### src/rtl/sdh_dctl_pkg.sv
package sdh_dctl_pkg;
  localparam int REG_W  = 32;
  localparam int CODE_W = 4;
  localparam int ST_W   = 3;
  localparam int FLD_W  = 14;

  localparam logic [ST_W-1:0]   ST_IDLE  = 3'd0;
  localparam logic [ST_W-1:0]   ST_WAITR = 3'd2;
  localparam logic [ST_W-1:0]   ST_RW    = 3'd4;
  localparam logic [CODE_W-1:0] CODE_RSV = 4'hF;

  typedef enum logic [1:0] {
    MODE_BLK_CNT  = 2'd0,
    MODE_SDIO     = 2'd1,
    MODE_STREAM   = 2'd2,
    MODE_BLK_STOP = 2'd3
  } xfer_mode_e;

  // Field layout, msb first; matches the read-back bit positions.
  typedef struct packed {
    logic              fifo_rst;
    logic              bootack;
    logic              sdio;
    logic              rw_mode;
    logic              rw_stop;
    logic              rw_start;
    logic [CODE_W-1:0] code;
    xfer_mode_e        mode;
    logic              dir;
    logic              en;
  } dctl_t;
endpackage

### src/rtl/sdh_dctl_regs.sv
module sdh_dctl_regs
  import sdh_dctl_pkg::*;
(
  input  logic                   clk,
  input  logic                   rst_n,
  input  logic                   wr_en,
  input  logic [REG_W-1:0]       wr_data,
  input  logic                   dp_active,
  input  logic [ST_W-1:0]        dp_state,
  input  logic                   xfer_done,
  input  logic                   dma_en,
  output dctl_t                  fld,
  output logic                   fifo_set_acc
);
  dctl_t            wv;
  logic [ST_W-1:0]  prev_q;
  logic             cfg_wr;
  logic             fifo_wr;
  logic             rw_leave;

  assign wv       = dctl_t'(wr_data[FLD_W-1:0]);
  assign cfg_wr   = wr_en && !dp_active;
  assign fifo_wr  = wr_en && dp_active && !dma_en;
  assign rw_leave = (prev_q == ST_RW) &&
                    ((dp_state == ST_WAITR) || (dp_state == ST_IDLE));
  assign fifo_set_acc = fifo_wr && wv.fifo_rst;

  always_ff @(posedge clk or negedge rst_n) begin
    if (!rst_n) begin
      fld    <= '0;
      prev_q <= ST_IDLE;
    end else begin
      prev_q <= dp_state;
      if (cfg_wr) begin
        fld.en      <= wv.en;
        fld.dir     <= wv.dir;
        fld.mode    <= wv.mode;
        fld.code    <= wv.code;
        fld.rw_mode <= wv.rw_mode;
        fld.sdio    <= wv.sdio;
        fld.bootack <= wv.bootack;
      end
      if (wr_en) begin
        fld.rw_start <= wv.rw_start;
        fld.rw_stop  <= wv.rw_stop;
      end
      if (rw_leave)   fld.rw_stop  <= 1'b0;
      if (fifo_wr)    fld.fifo_rst <= wv.fifo_rst;
      if (!dp_active) fld.fifo_rst <= 1'b0;
      if (xfer_done)  fld.en       <= 1'b0;
    end
  end


  gated_hold_chk: assert property (@(posedge clk) disable iff (!rst_n)
    dp_active |=> $stable({fld.dir, fld.mode, fld.code, fld.rw_mode, fld.sdio, fld.bootack}));

  done_clr_chk: assert property (@(posedge clk) disable iff (!rst_n)
    xfer_done |=> !fld.en);

  rwstop_clr_chk: assert property (@(posedge clk) disable iff (!rst_n)
    ((prev_q == ST_RW) && ((dp_state == ST_WAITR) || (dp_state == ST_IDLE))) |=> !fld.rw_stop);

  fifo_inact_chk: assert property (@(posedge clk) disable iff (!rst_n)
    !dp_active |=> !fld.fifo_rst);
endmodule

### src/rtl/sdh_dctl_len.sv
module sdh_dctl_len
  import sdh_dctl_pkg::*;
#(
  parameter int DLEN_W = 25,
  parameter int BLK_W  = 16
) (
  input  logic              clk,
  input  logic              rst_n,
  input  logic [CODE_W-1:0] code,
  input  xfer_mode_e        mode,
  input  logic              ddr_en,
  input  logic [DLEN_W-1:0] data_len,
  output logic [BLK_W-1:0]  blk_bytes,
  output logic [DLEN_W-1:0] xfer_bytes,
  output logic              cfg_err
);
  localparam int NCODE = (1 << CODE_W) - 1;

  logic [DLEN_W-1:0] keep_mask;
  logic [DLEN_W-1:0] trunc_len;
  logic              is_blk;
  logic              zero_len;

  assign cfg_err = (code == CODE_RSV);

  for (genvar i = 0; i < BLK_W; i++) begin : g_dec
    if (i < NCODE) begin : g_valid
      assign blk_bytes[i] = (code == CODE_W'(i));
    end else begin : g_rsv
      assign blk_bytes[i] = 1'b0;
    end
  end

  assign keep_mask = {DLEN_W{1'b1}} << code;
  assign trunc_len = data_len & keep_mask;
  assign is_blk    = (mode == MODE_BLK_CNT) || (mode == MODE_BLK_STOP);
  assign zero_len  = cfg_err || (ddr_en && (code == '0));

  always_comb begin
    if (!is_blk)       xfer_bytes = data_len;
    else if (zero_len) xfer_bytes = '0;
    else               xfer_bytes = trunc_len;
  end


  rsv_zero_chk: assert property (@(posedge clk) disable iff (!rst_n)
    cfg_err |-> (blk_bytes == '0));

  blk_pow2_chk: assert property (@(posedge clk) disable iff (!rst_n)
    !cfg_err |-> ($countones(blk_bytes) == 1));

  len_bound_chk: assert property (@(posedge clk) disable iff (!rst_n)
    xfer_bytes <= data_len);
endmodule

### src/rtl/sdh_dctl_flush.sv
module sdh_dctl_flush (
  input  logic clk,
  input  logic rst_n,
  input  logic set_acc,
  input  logic xfer_err,
  input  logic xfer_hold,
  output logic fifo_flush
);
  always_ff @(posedge clk or negedge rst_n) begin
    if (!rst_n) fifo_flush <= 1'b0;
    else        fifo_flush <= set_acc && (xfer_err || xfer_hold);
  end


  flush_cause_chk: assert property (@(posedge clk) disable iff (!rst_n)
    fifo_flush |-> $past(xfer_err || xfer_hold));
endmodule

### src/rtl/sdh_dctl_unit.sv
module sdh_dctl_unit
  import sdh_dctl_pkg::*;
#(
  parameter int DLEN_W = 25,
  parameter int BLK_W  = 16
) (
  input  logic              clk,
  input  logic              rst_n,
  input  logic              wr_en,
  input  logic [31:0]       wr_data,
  output logic [31:0]       rd_data,
  input  logic              dp_active,
  input  logic [2:0]        dp_state,
  input  logic              xfer_done,
  input  logic              xfer_err,
  input  logic              xfer_hold,
  input  logic              dma_en,
  input  logic              ddr_en,
  input  logic [DLEN_W-1:0] data_len,
  output logic              xfer_en,
  output logic              xfer_dir,
  output logic [1:0]        xfer_mode,
  output logic [BLK_W-1:0]  blk_bytes,
  output logic [DLEN_W-1:0] xfer_bytes,
  output logic              cfg_err,
  output logic              rw_start,
  output logic              rw_stop,
  output logic              rw_mode,
  output logic              sdio_irq_en,
  output logic              bootack_en,
  output logic              fifo_flush
);
  dctl_t fld;
  logic  fifo_set_acc;

  sdh_dctl_regs u_regs (
    .clk          (clk),
    .rst_n        (rst_n),
    .wr_en        (wr_en),
    .wr_data      (wr_data),
    .dp_active    (dp_active),
    .dp_state     (dp_state),
    .xfer_done    (xfer_done),
    .dma_en       (dma_en),
    .fld          (fld),
    .fifo_set_acc (fifo_set_acc)
  );

  sdh_dctl_len #(.DLEN_W(DLEN_W), .BLK_W(BLK_W)) u_len (
    .clk        (clk),
    .rst_n      (rst_n),
    .code       (fld.code),
    .mode       (fld.mode),
    .ddr_en     (ddr_en),
    .data_len   (data_len),
    .blk_bytes  (blk_bytes),
    .xfer_bytes (xfer_bytes),
    .cfg_err    (cfg_err)
  );

  sdh_dctl_flush u_flush (
    .clk        (clk),
    .rst_n      (rst_n),
    .set_acc    (fifo_set_acc),
    .xfer_err   (xfer_err),
    .xfer_hold  (xfer_hold),
    .fifo_flush (fifo_flush)
  );

  assign rd_data     = {{(REG_W-FLD_W){1'b0}}, fld};
  assign xfer_en     = fld.en;
  assign xfer_dir    = fld.dir;
  assign xfer_mode   = fld.mode;
  assign rw_start    = fld.rw_start;
  assign rw_stop     = fld.rw_stop;
  assign rw_mode     = fld.rw_mode;
  assign sdio_irq_en = fld.sdio;
  assign bootack_en  = fld.bootack;


  flush_wr_chk: assert property (@(posedge clk) disable iff (!rst_n)
    fifo_flush |-> $past(wr_en && wr_data[13] && dp_active && !dma_en));

  rd_pad_chk: assert property (@(posedge clk) disable iff (!rst_n)
    rd_data[31:14] == '0);
endmodule

### config.mk
export PLATFORM = sky130hd
export DESIGN_NAME = sdh_dctl_unit
export DESIGN_NICKNAME = d
export VERILOG_FILES = /design/src/rtl/sdh_dctl_pkg.sv /design/src/rtl/sdh_dctl_regs.sv /design/src/rtl/sdh_dctl_len.sv /design/src/rtl/sdh_dctl_flush.sv /design/src/rtl/sdh_dctl_unit.sv
export SDC_FILE = /design/constraint.sdc
export NUM_CORES = 1
export LEC_CHECK = 0
export CAP_MARGIN = 10
export CORE_ASPECT_RATIO = 0.8
export CORE_MARGIN = 3
export CORE_UTILIZATION = 31
export DETAILED_ROUTE_END_ITERATION = 16
export GPL_ROUTABILITY_DRIVEN = 0
export PLACE_DENSITY = 0.95
export SYNTH_ARGS = -nofsm -noshare
export SYNTH_HDL_FRONTEND = slang
export SYNTH_HIERARCHICAL = 1
export SYNTH_SLANG_ARGS = --single-unit
export TNS_END_PERCENT = 5
### constraint.sdc
create_clock -name clk -period 4.55 [get_ports clk]
set_clock_uncertainty 0.2 [all_clocks]
set_input_delay 0.91 -clock clk [delete_from_list [all_inputs] [get_ports clk]]
set_output_delay 0.91 -clock clk [all_outputs]
set_load 0.005 [all_outputs]
# [Word-level counts from Yosys, hierarchy flattened]
# Cells that the tools add are included.
[totals] output_inout_bits=84 register_bits=18 inputBits=69 word_cells=59
[op_classes] muxes=8 bitwise_logic=1 eq_ne=19 shift=1 n_reduce_logical=18
[ops] operator="25-bit two-way mux" n=2
[ops] operator="4-bit equality test, second input constant" n=8
[ops] operator="25-bit AND" n=1
[ops] operator="25-bit by 4-bit << shifter with 25-bit output, first input constant" n=1
[ops] operator="4-bit by 3-bit equality test with 1-bit output, second input constant" n=4
[ops] operator="4-bit by 2-bit equality test with 1-bit output, second input constant" n=2
[ops] operator="1-bit logical AND" n=7
[ops] operator="1-bit two-way mux" n=5
[ops] operator="4-bit by 1-bit equality test with 1-bit output, second input constant" n=1
[ops] operator="4-bit zero test" n=1
[ops] operator="1-bit logical OR" n=4
[ops] operator="2-bit nonzero test" n=2
[ops] operator="3-bit by 2-bit equality test with 1-bit output, second input constant" n=1
[ops] operator="3-bit equality test, second input constant" n=1
[ops] operator="3-bit zero test" n=1
[ops] operator="2-bit equality test, second input constant" n=1
[ops] operator="1-bit zero test" n=2
[ops] operator="2-bit zero test" n=1
[ops] operator="2-bit two-way mux" n=1
[ops] operator="2-bit by 1-bit != test with 1-bit output, second input constant" n=1

# [Depth between registers and ports, before layout]
# Gate-level depths: netlist of the first run.
[depth] ltp_word=5 mapped_depth=4 mapped_depth_nobuf=3

# [Modules after synthesis]
# The synthesis of the first run kept the hierarchy.
[by_module_without_submodules] mod="sdh_dctl_regs" n_inst=1 cells_each=41 area_per_inst_um2=644.4 seq_area_each_um2=425.4
[by_module_without_submodules] mod="sdh_dctl_len" n_inst=1 cells_each=87 area_per_inst_um2=570.5 seq_area_each_um2=0.0
[by_module_without_submodules] mod="sdh_dctl_unit" n_inst=1 cells_each=28 area_per_inst_um2=206.4 seq_area_each_um2=0.0
[by_module_without_submodules] mod="sdh_dctl_flush" n_inst=1 cells_each=2 area_per_inst_um2=32.5 seq_area_each_um2=25.0

# [Least setup slack after synthesis of the first run]
# OpenSTA, ideal clock, no wires.
[synth_path] kind="in2out" startpoint="in ddr_en" endpoint="out xfer_bytes[14]" t_required_ns=3.440 cell_stages=4 path_slack_ns=1.846 arrival_time_ns=1.594 n_path_buf=1 cell_sequence="nor4b_4 > nor3b_2 > buf_4 > nor3b_1"
[synth_between] elab_chain_len=4
[synth_lines] element="start: declaration" line_no="sdh_dctl_unit.sv:18" rtl="input logic ddr_en,"
[synth_lines] element="1-bit logical AND" line_no="sdh_dctl_len.sv:37" rtl="assign zero_len = cfg_err || (ddr_en && (code == '0));"
[synth_lines] element="1-bit logical OR" line_no="sdh_dctl_len.sv:37"
[synth_lines] element="25-bit two-way mux" line_no="sdh_dctl_len.sv:41" rtl="else if (zero_len) xfer_bytes = '0;"
[synth_lines] element="25-bit two-way mux" line_no="sdh_dctl_len.sv:40" rtl="if (!is_blk) xfer_bytes = data_len;"
[synth_lines] element="end: declaration" line_no="sdh_dctl_unit.sv:24" rtl="output logic [DLEN_W-1:0] xfer_bytes,"
# Every way passes these cells.

# [Worst setup path after layout of the first run]
[layout_path] startpoint="in ddr_en" endpoint="out xfer_bytes[24]"
# Same word-level chain as after synthesis.

==> results of run 1 <==
[final timing paths]
check | cells after the start | endpoint | startpoint
max in group asynchronous | 1 | u_regs/fld[2]$_DFFE_PN0P_ | rst_n
min in group asynchronous | 1 | u_regs/fld[1]$_DFFE_PN0P_ | rst_n
max reg2reg | 1 | u_regs/fld[7]$_DFFE_PN0P_ | u_regs/fld[7]$_DFFE_PN0P_
min | 2 | u_regs/fld[9]$_DFFE_PN0P_ | u_regs/prev_q[1]$_DFF_PN0_
max | 6 | xfer_bytes[24] | ddr_en
min reg2reg | 2 | u_regs/fld[9]$_DFFE_PN0P_ | u_regs/prev_q[1]$_DFF_PN0_
[flip-flops by register name (all words and copies together), names as in the netlist]
register and cells:
u_regs/prev_q 3, u_regs/fld 14, u_flush/fifo_flush 1
[cells by family after synthesis]
group,share of synthesized area
other,0.00517
buffers and inverters,0.182
multiplexers,0.106
AO/OA/AOI/OAI,0.133
AND/OR/NAND/NOR,0.253
flip-flops,0.310
XOR/XNOR,0.0112
[routing by layer]
layer / track usage / wire length [um] / vias to the layer above
li1: - / - / 705
met1: 0.167 / 1630 / 679
met2: 0.284 / 2170 / 85
met3: 0.0440 / 492 / 2
met4: 0.0367 / 15 / 0
met5: 0 / 0 / -
[per-stage QoR]
step | setup WS (ps) | total power [W]
after floorplan | 1850 | 0.000359
after global placement | 634 | 0.000524
after detailed placement | 605 | 0.000531
after CTS | 598 | 0.000663
after global routing | 494 | 0.000698
final | 625 | 0.000655
[where the power goes]
group          total [W]  switching [W]  internal [W]
Sequential      0.000218      0.0000414      0.000177
Combinational   0.000308       0.000105      0.000203
Clock           0.000129      0.0000521     0.0000768
[area by class of cell]
cell class,instances,area share
clock buffer,4,0.0216
multi-input combinational,120,0.315
sequential,18,0.177
tap,57,0.0280
timing repair buffer,117,0.458
[worst max-delay path: stages]
cell and delay, ps:
clkdlybuf4s50_1 610, nor4b_4 360, nor3b_2 220, buf_4 190
nor3b_1 60, clkdlybuf4s50_1 460
[cell usage in the layout, fill, tap and decap left out]
cell type	instances
nor2_1	15
mux2_2	11
a21boi_0	1
buf_4	2
or2_1	1
nor3_1	7
a32oi_1	1
nor4_4	1
nor4b_4	1
clkdlybuf4s50_1	115
and2_1	1
o21ba_2	1
or3_1	1
o211a_1	2
nand3_1	1
nor3b_2	1
o21a_1	9
a21o_1	1
clkbuf_8	4
xor2_2	1
nand2b_1	5
conb_1	19
or2_2	1
a22oi_1	2
o31a_1	1
nor3b_1	13
a22o_1	1
dfrtp_1	18
a21oi_1	2
nand2_1	9
mux2i_1	3
nor2b_4	1
a2bb2oi_1	1
nor2b_1	2
o21ai_0	4
==> flow_summary_export.csv, run 1 <==
group,metric,value,unit
status,outcome,"finished, final reports clean",
route,drt-pass1-iter-count,4,
logic_synthesis,synth_area,1450,um2
timing,period_share,0.863,
grt,grt_pass1_wl,6600,um
logic_synthesis,ys.flop_type,"dfrtp_1",
logic_synthesis,yosysUniqueCellTypes,36,
cells_and_area,n_fill_cell,392,
route,routed_wl,4310,um
placement,placedInstanceArea,2490,um2
floorplan,num_io_pins,153,
timing,final_hold_viol_count,0,
logic_synthesis,synth.area.top_cells,"dfrtp_1 31%, buf_4 15%, mux2_2 8.5%",
route,ant_nets,0,
timing,finalSetupTns,0,ps
placement,dp_hpwl,3460,um
grt,overflow,0,
timing,finalMaxSlewViolations,0,
logic_synthesis,syn-instance-count,158,
route,wl_per_cell,13.6,um
timing,rsz0062_at_grt,"false",
cells_and_area,fin_nets,329,
floorplan,die_w,82.6,um
pwr,power.leakage,1.02,nW
timing,max_freq,0.255,GHz
logic_synthesis,synth_edf_count,0,
grt,grt_usage,0.151,
route,vias_per_cell,4.66,
grt,grt_pass1_vias,1441,
critical_path,crit_arrival,2810,ps
cts,cts_buffer_depth,2,
critical_path,crit_fanout,11,
cts,clock_latency,250,ps
cts,cts_resized,0,
job,drv_cap,0,
timing,setup_viol,0,
floorplan,die_area,5550,um2
cts,cts.clk_slew.worst_paths,70,ps
cts,post_cts_buffers,0,
logic_synthesis,ys_seq_area_frac,0.310,
critical_path,startpoint_type,"primary input",
cts,cts_buffers,3,
floorplan,fp-row-count,21,
cells_and_area,area_growth,75.0,%
timing,tightest_slew,777,ps
cells_and_area,postLayoutCoreUtil,0.587,
cells_and_area,drive_above_1_share,0.0927,
cts,root_buffer,"clkbuf_8",
cts,htreeDepth,1,
grt,grt_max_degree,23,
cts,cts_hold_buf,0,
cts,tritoncts,"done",
cells_and_area,multi_input_area,802,um2
logic_synthesis,synth_top_cell_area_share,0.310,
logic_synthesis,synth-seq-cells,18,
cells_and_area,diodes,0,
pwr,ir_drop,0.214,mV
critical_path,cp-end-kind,"output pin",
min_path,worst_hold_path_type,"register to register",
route,vias,1471,
logic_synthesis,async_flop_share,1.00,
timing,min_period,3920,ps
route,drtIter0Drc,53,
logic_synthesis,synth.avg_cell_area,9.20,um2
cells_and_area,regArea,450,um2
route,drc,0,
critical_path,required,3440,ps
logic_synthesis,synth.largest_area_cell,"dfrtp_1",
logic_synthesis,yosysMostFrequentCell,"buf_4",
floorplan,dieHeight,67.3,um
pwr,power.density,257,nW/um2
floorplan,core_area,4340,um2
cts,cts_num_sinks,18,
timing,hold_slack,327,ps
logic_synthesis,synthTopCellsByCount,"30 x buf_4, 18 x dfrtp_1, 15 x nor2_1",
placement,dp_cells,312,
cells_and_area,instances_no_fill,316,
critical_path,regToRegSetupSlack,3200,ps
grt,antenna_found_initial,0,
placement,portBuffers,115,
cells_and_area,design_area,2540,um2
logic_synthesis,yosysWarnings,6,
critical_path,critPathKind,"primary input to output pin",
floorplan,floorplan.initialDensity,0.335,
timing,slew_headroom,0.481,
(Power assumes the default switching activity.)
==> run 2, diff against run 1 <==
CAP_MARGIN = 0   (was 10)
CORE_MARGIN = default   (was 3)
RECOVER_POWER = 50   (was default)
==> flow_summary_export.csv, run 2 (synthesis results as in run 1) <==
group,metric,value,unit
status,outcome,"finished, final reports clean",
cts,htreeDepth,1,
min_path,worst_hold_path_type,"register to register",
grt,grt_max_degree,23,
grt,overflow,0,
route,drt-pass1-iter-count,4,
route,drtIter0Drc,49,
cells_and_area,drive_above_1_share,0.0888,
pwr,power.leakage,1.03,nW
grt,grt_util_met2,0.314,
timing,final_hold_viol_count,0,
route,vias_per_cell,4.60,
route,routed_wl,4250,um
critical_path,cp-end-kind,"output pin",
grt,grt_pass1_wl,6740,um
floorplan,dieHeight,63.3,um
route,vias,1453,
critical_path,crit_start,"ddr_en",
cts,cts.clk_slew.worst_paths,70,ps
timing,finalSetupTns,0,ps
floorplan,fp-row-count,21,
critical_path,regToRegSetupSlack,3210,ps
placement,dp_cells,312,
grt,grt_pass1_vias,1384,
cells_and_area,area_growth,74.5,%
pwr,power.density,255,nW/um2
cts,clock_latency,250,ps
cts,root_buffer,"clkbuf_8",
critical_path,critPathKind,"primary input to output pin",
pwr,ir_drop,0.221,mV
timing,slew_headroom,0.316,
grt,antenna_found_initial,0,
floorplan,floorplan.initialDensity,0.335,
critical_path,startpoint_type,"primary input",
route,ant_nets,0,
route,wl_per_cell,13.5,um
grt,grt_usage,0.171,
cells_and_area,n_fill_cell,386,
cts,cts_num_sinks,18,
timing,setup_viol,0,
cells_and_area,regMostFlops,"u_regs/fld",
critical_path,crit_path_end,"xfer_bytes[20]",
critical_path,required,3440,ps
cells_and_area,layout_common_cells,"94 x clkdlybuf4s50_1, 21 x dlygate4sd3_1, 19 x conb_1",
cells_and_area,reg.largest.list,"u_regs/fld: 14 flops, u_regs/prev_q: 3 flops, u_flush/fifo_flush: 1 flops",
route,drc,0,
floorplan,core_area,4340,um2
timing,tightest_slew,1020,ps
critical_path,reg2reg_depth,1,
timing,min_period,3960,ps
cts,cts_resized,0,
placement,dp_hpwl,3410,um
timing,max_freq,0.252,GHz
cells_and_area,final_common_cell,"clkdlybuf4s50_1",
cells_and_area,fin_nets,329,
timing,finalMaxSlewViolations,0,
critical_path,crit_arrival,2850,ps
cts,cts_buffer_depth,2,
critical_path,r2r-start,"u_regs/fld[7]$_DFFE_PN0P_",
cells_and_area,instances_no_fill,316,
grt,busiest_layer,"met2",
grt,use_met1,0.199,
cts,post_cts_buffers,0,
floorplan,die_w,78.6,um
job,drv_cap,0,
floorplan,die_area,4970,um2
cts,tritoncts,"done",
critical_path,crit_fanout,11,
floorplan,num_io_pins,153,
timing,rsz0062_at_grt,"false",
cells_and_area,diodes,0,
critical_path,regToRegEndpoint,"u_regs/fld[7]$_DFFE_PN0P_",
grt,grt_use_met3,0.0493,
placement,portBuffers,115,
cts,cts_buffers,3,
timing,period_share,0.871,
cts,cts_hold_buf,0,
cells_and_area,largest_reg_flops,14,
run 2: cell types whose count changed in the layout (fill, tap and decap cells not counted):
| cell | previous run | this run |
|---|---|---|
| clkdlybuf4s50_1 | 115 | 94 |
| dlygate4sd3_1 | 0 | 21 |
| nor2b_1 | 2 | 3 |
| nor2b_4 | 1 | 0 |
run 2: worst min path at each step:
stage,cells after the start,slack (ps),to,startpoint
3_3_place_gp,2,310,u_regs/fld[9]$_DFFE_PN0P_,u_regs/prev_q[0]$_DFF_PN0_
2_1_floorplan,2,300,u_regs/fld[9]$_DFFE_PN0P_,u_regs/prev_q[0]$_DFF_PN0_
3_5_place_dp,2,320,u_regs/fld[9]$_DFFE_PN0P_,u_regs/prev_q[1]$_DFF_PN0_
5_1_grt,1,360,u_regs/fld[8]$_DFFE_PN0P_,u_regs/fld[8]$_DFFE_PN0P_
4_1_cts,2,330,u_regs/fld[9]$_DFFE_PN0P_,u_regs/prev_q[1]$_DFF_PN0_
6_report,1,320,u_regs/fld[8]$_DFFE_PN0P_,u_regs/fld[8]$_DFFE_PN0P_
run 2: stage by stage:
step	utilization	hold slack [ps]	worst slack (ps)	area, um2	total power [W]
after detailed placement	0.574	316	586	2490	0.000529
after floorplan	-	298	1850	1520	0.000359
final	0.585	320	587	2540	0.000647
after CTS	0.587	334	581	2540	0.000661
after global routing	0.585	360	496	2540	0.000691
after global placement	0.574	311	599	2490	0.000522
run 2: where the power goes:
group / switching (W) / total [W] / internal [W]
clock: 0.0000528 / 0.000130 / 0.0000768
combinational: 0.000105 / 0.000301 / 0.000195
sequential: 0.0000396 / 0.000216 / 0.000177
run 2: critical path: stages:
cell	delay, ps
clkdlybuf4s50_1	620
nor4b_4	380
nor3b_2	230
buf_4	190
nor3b_1	60
clkdlybuf4s50_1	450
run 2: final cells by class:
type,instances,area (um2),area share
Timing Repair Buffer,117,1170,0.460
Multi-Input combinational cell,120,795,0.313
Sequential cell,18,450,0.178
Tap cell,57,71.3,0.0281
Clock buffer,4,55.1,0.0217
run 2: per-layer routing:
| metal | wire length, um | part of all wire |
|---|---|---|
| met1 | 1700 | 0.40 |
| met2 | 2170 | 0.51 |
| met3 | 364 | 0.086 |
| met4 | 19 | 0.0045 |
| met5 | 0 | 0 |
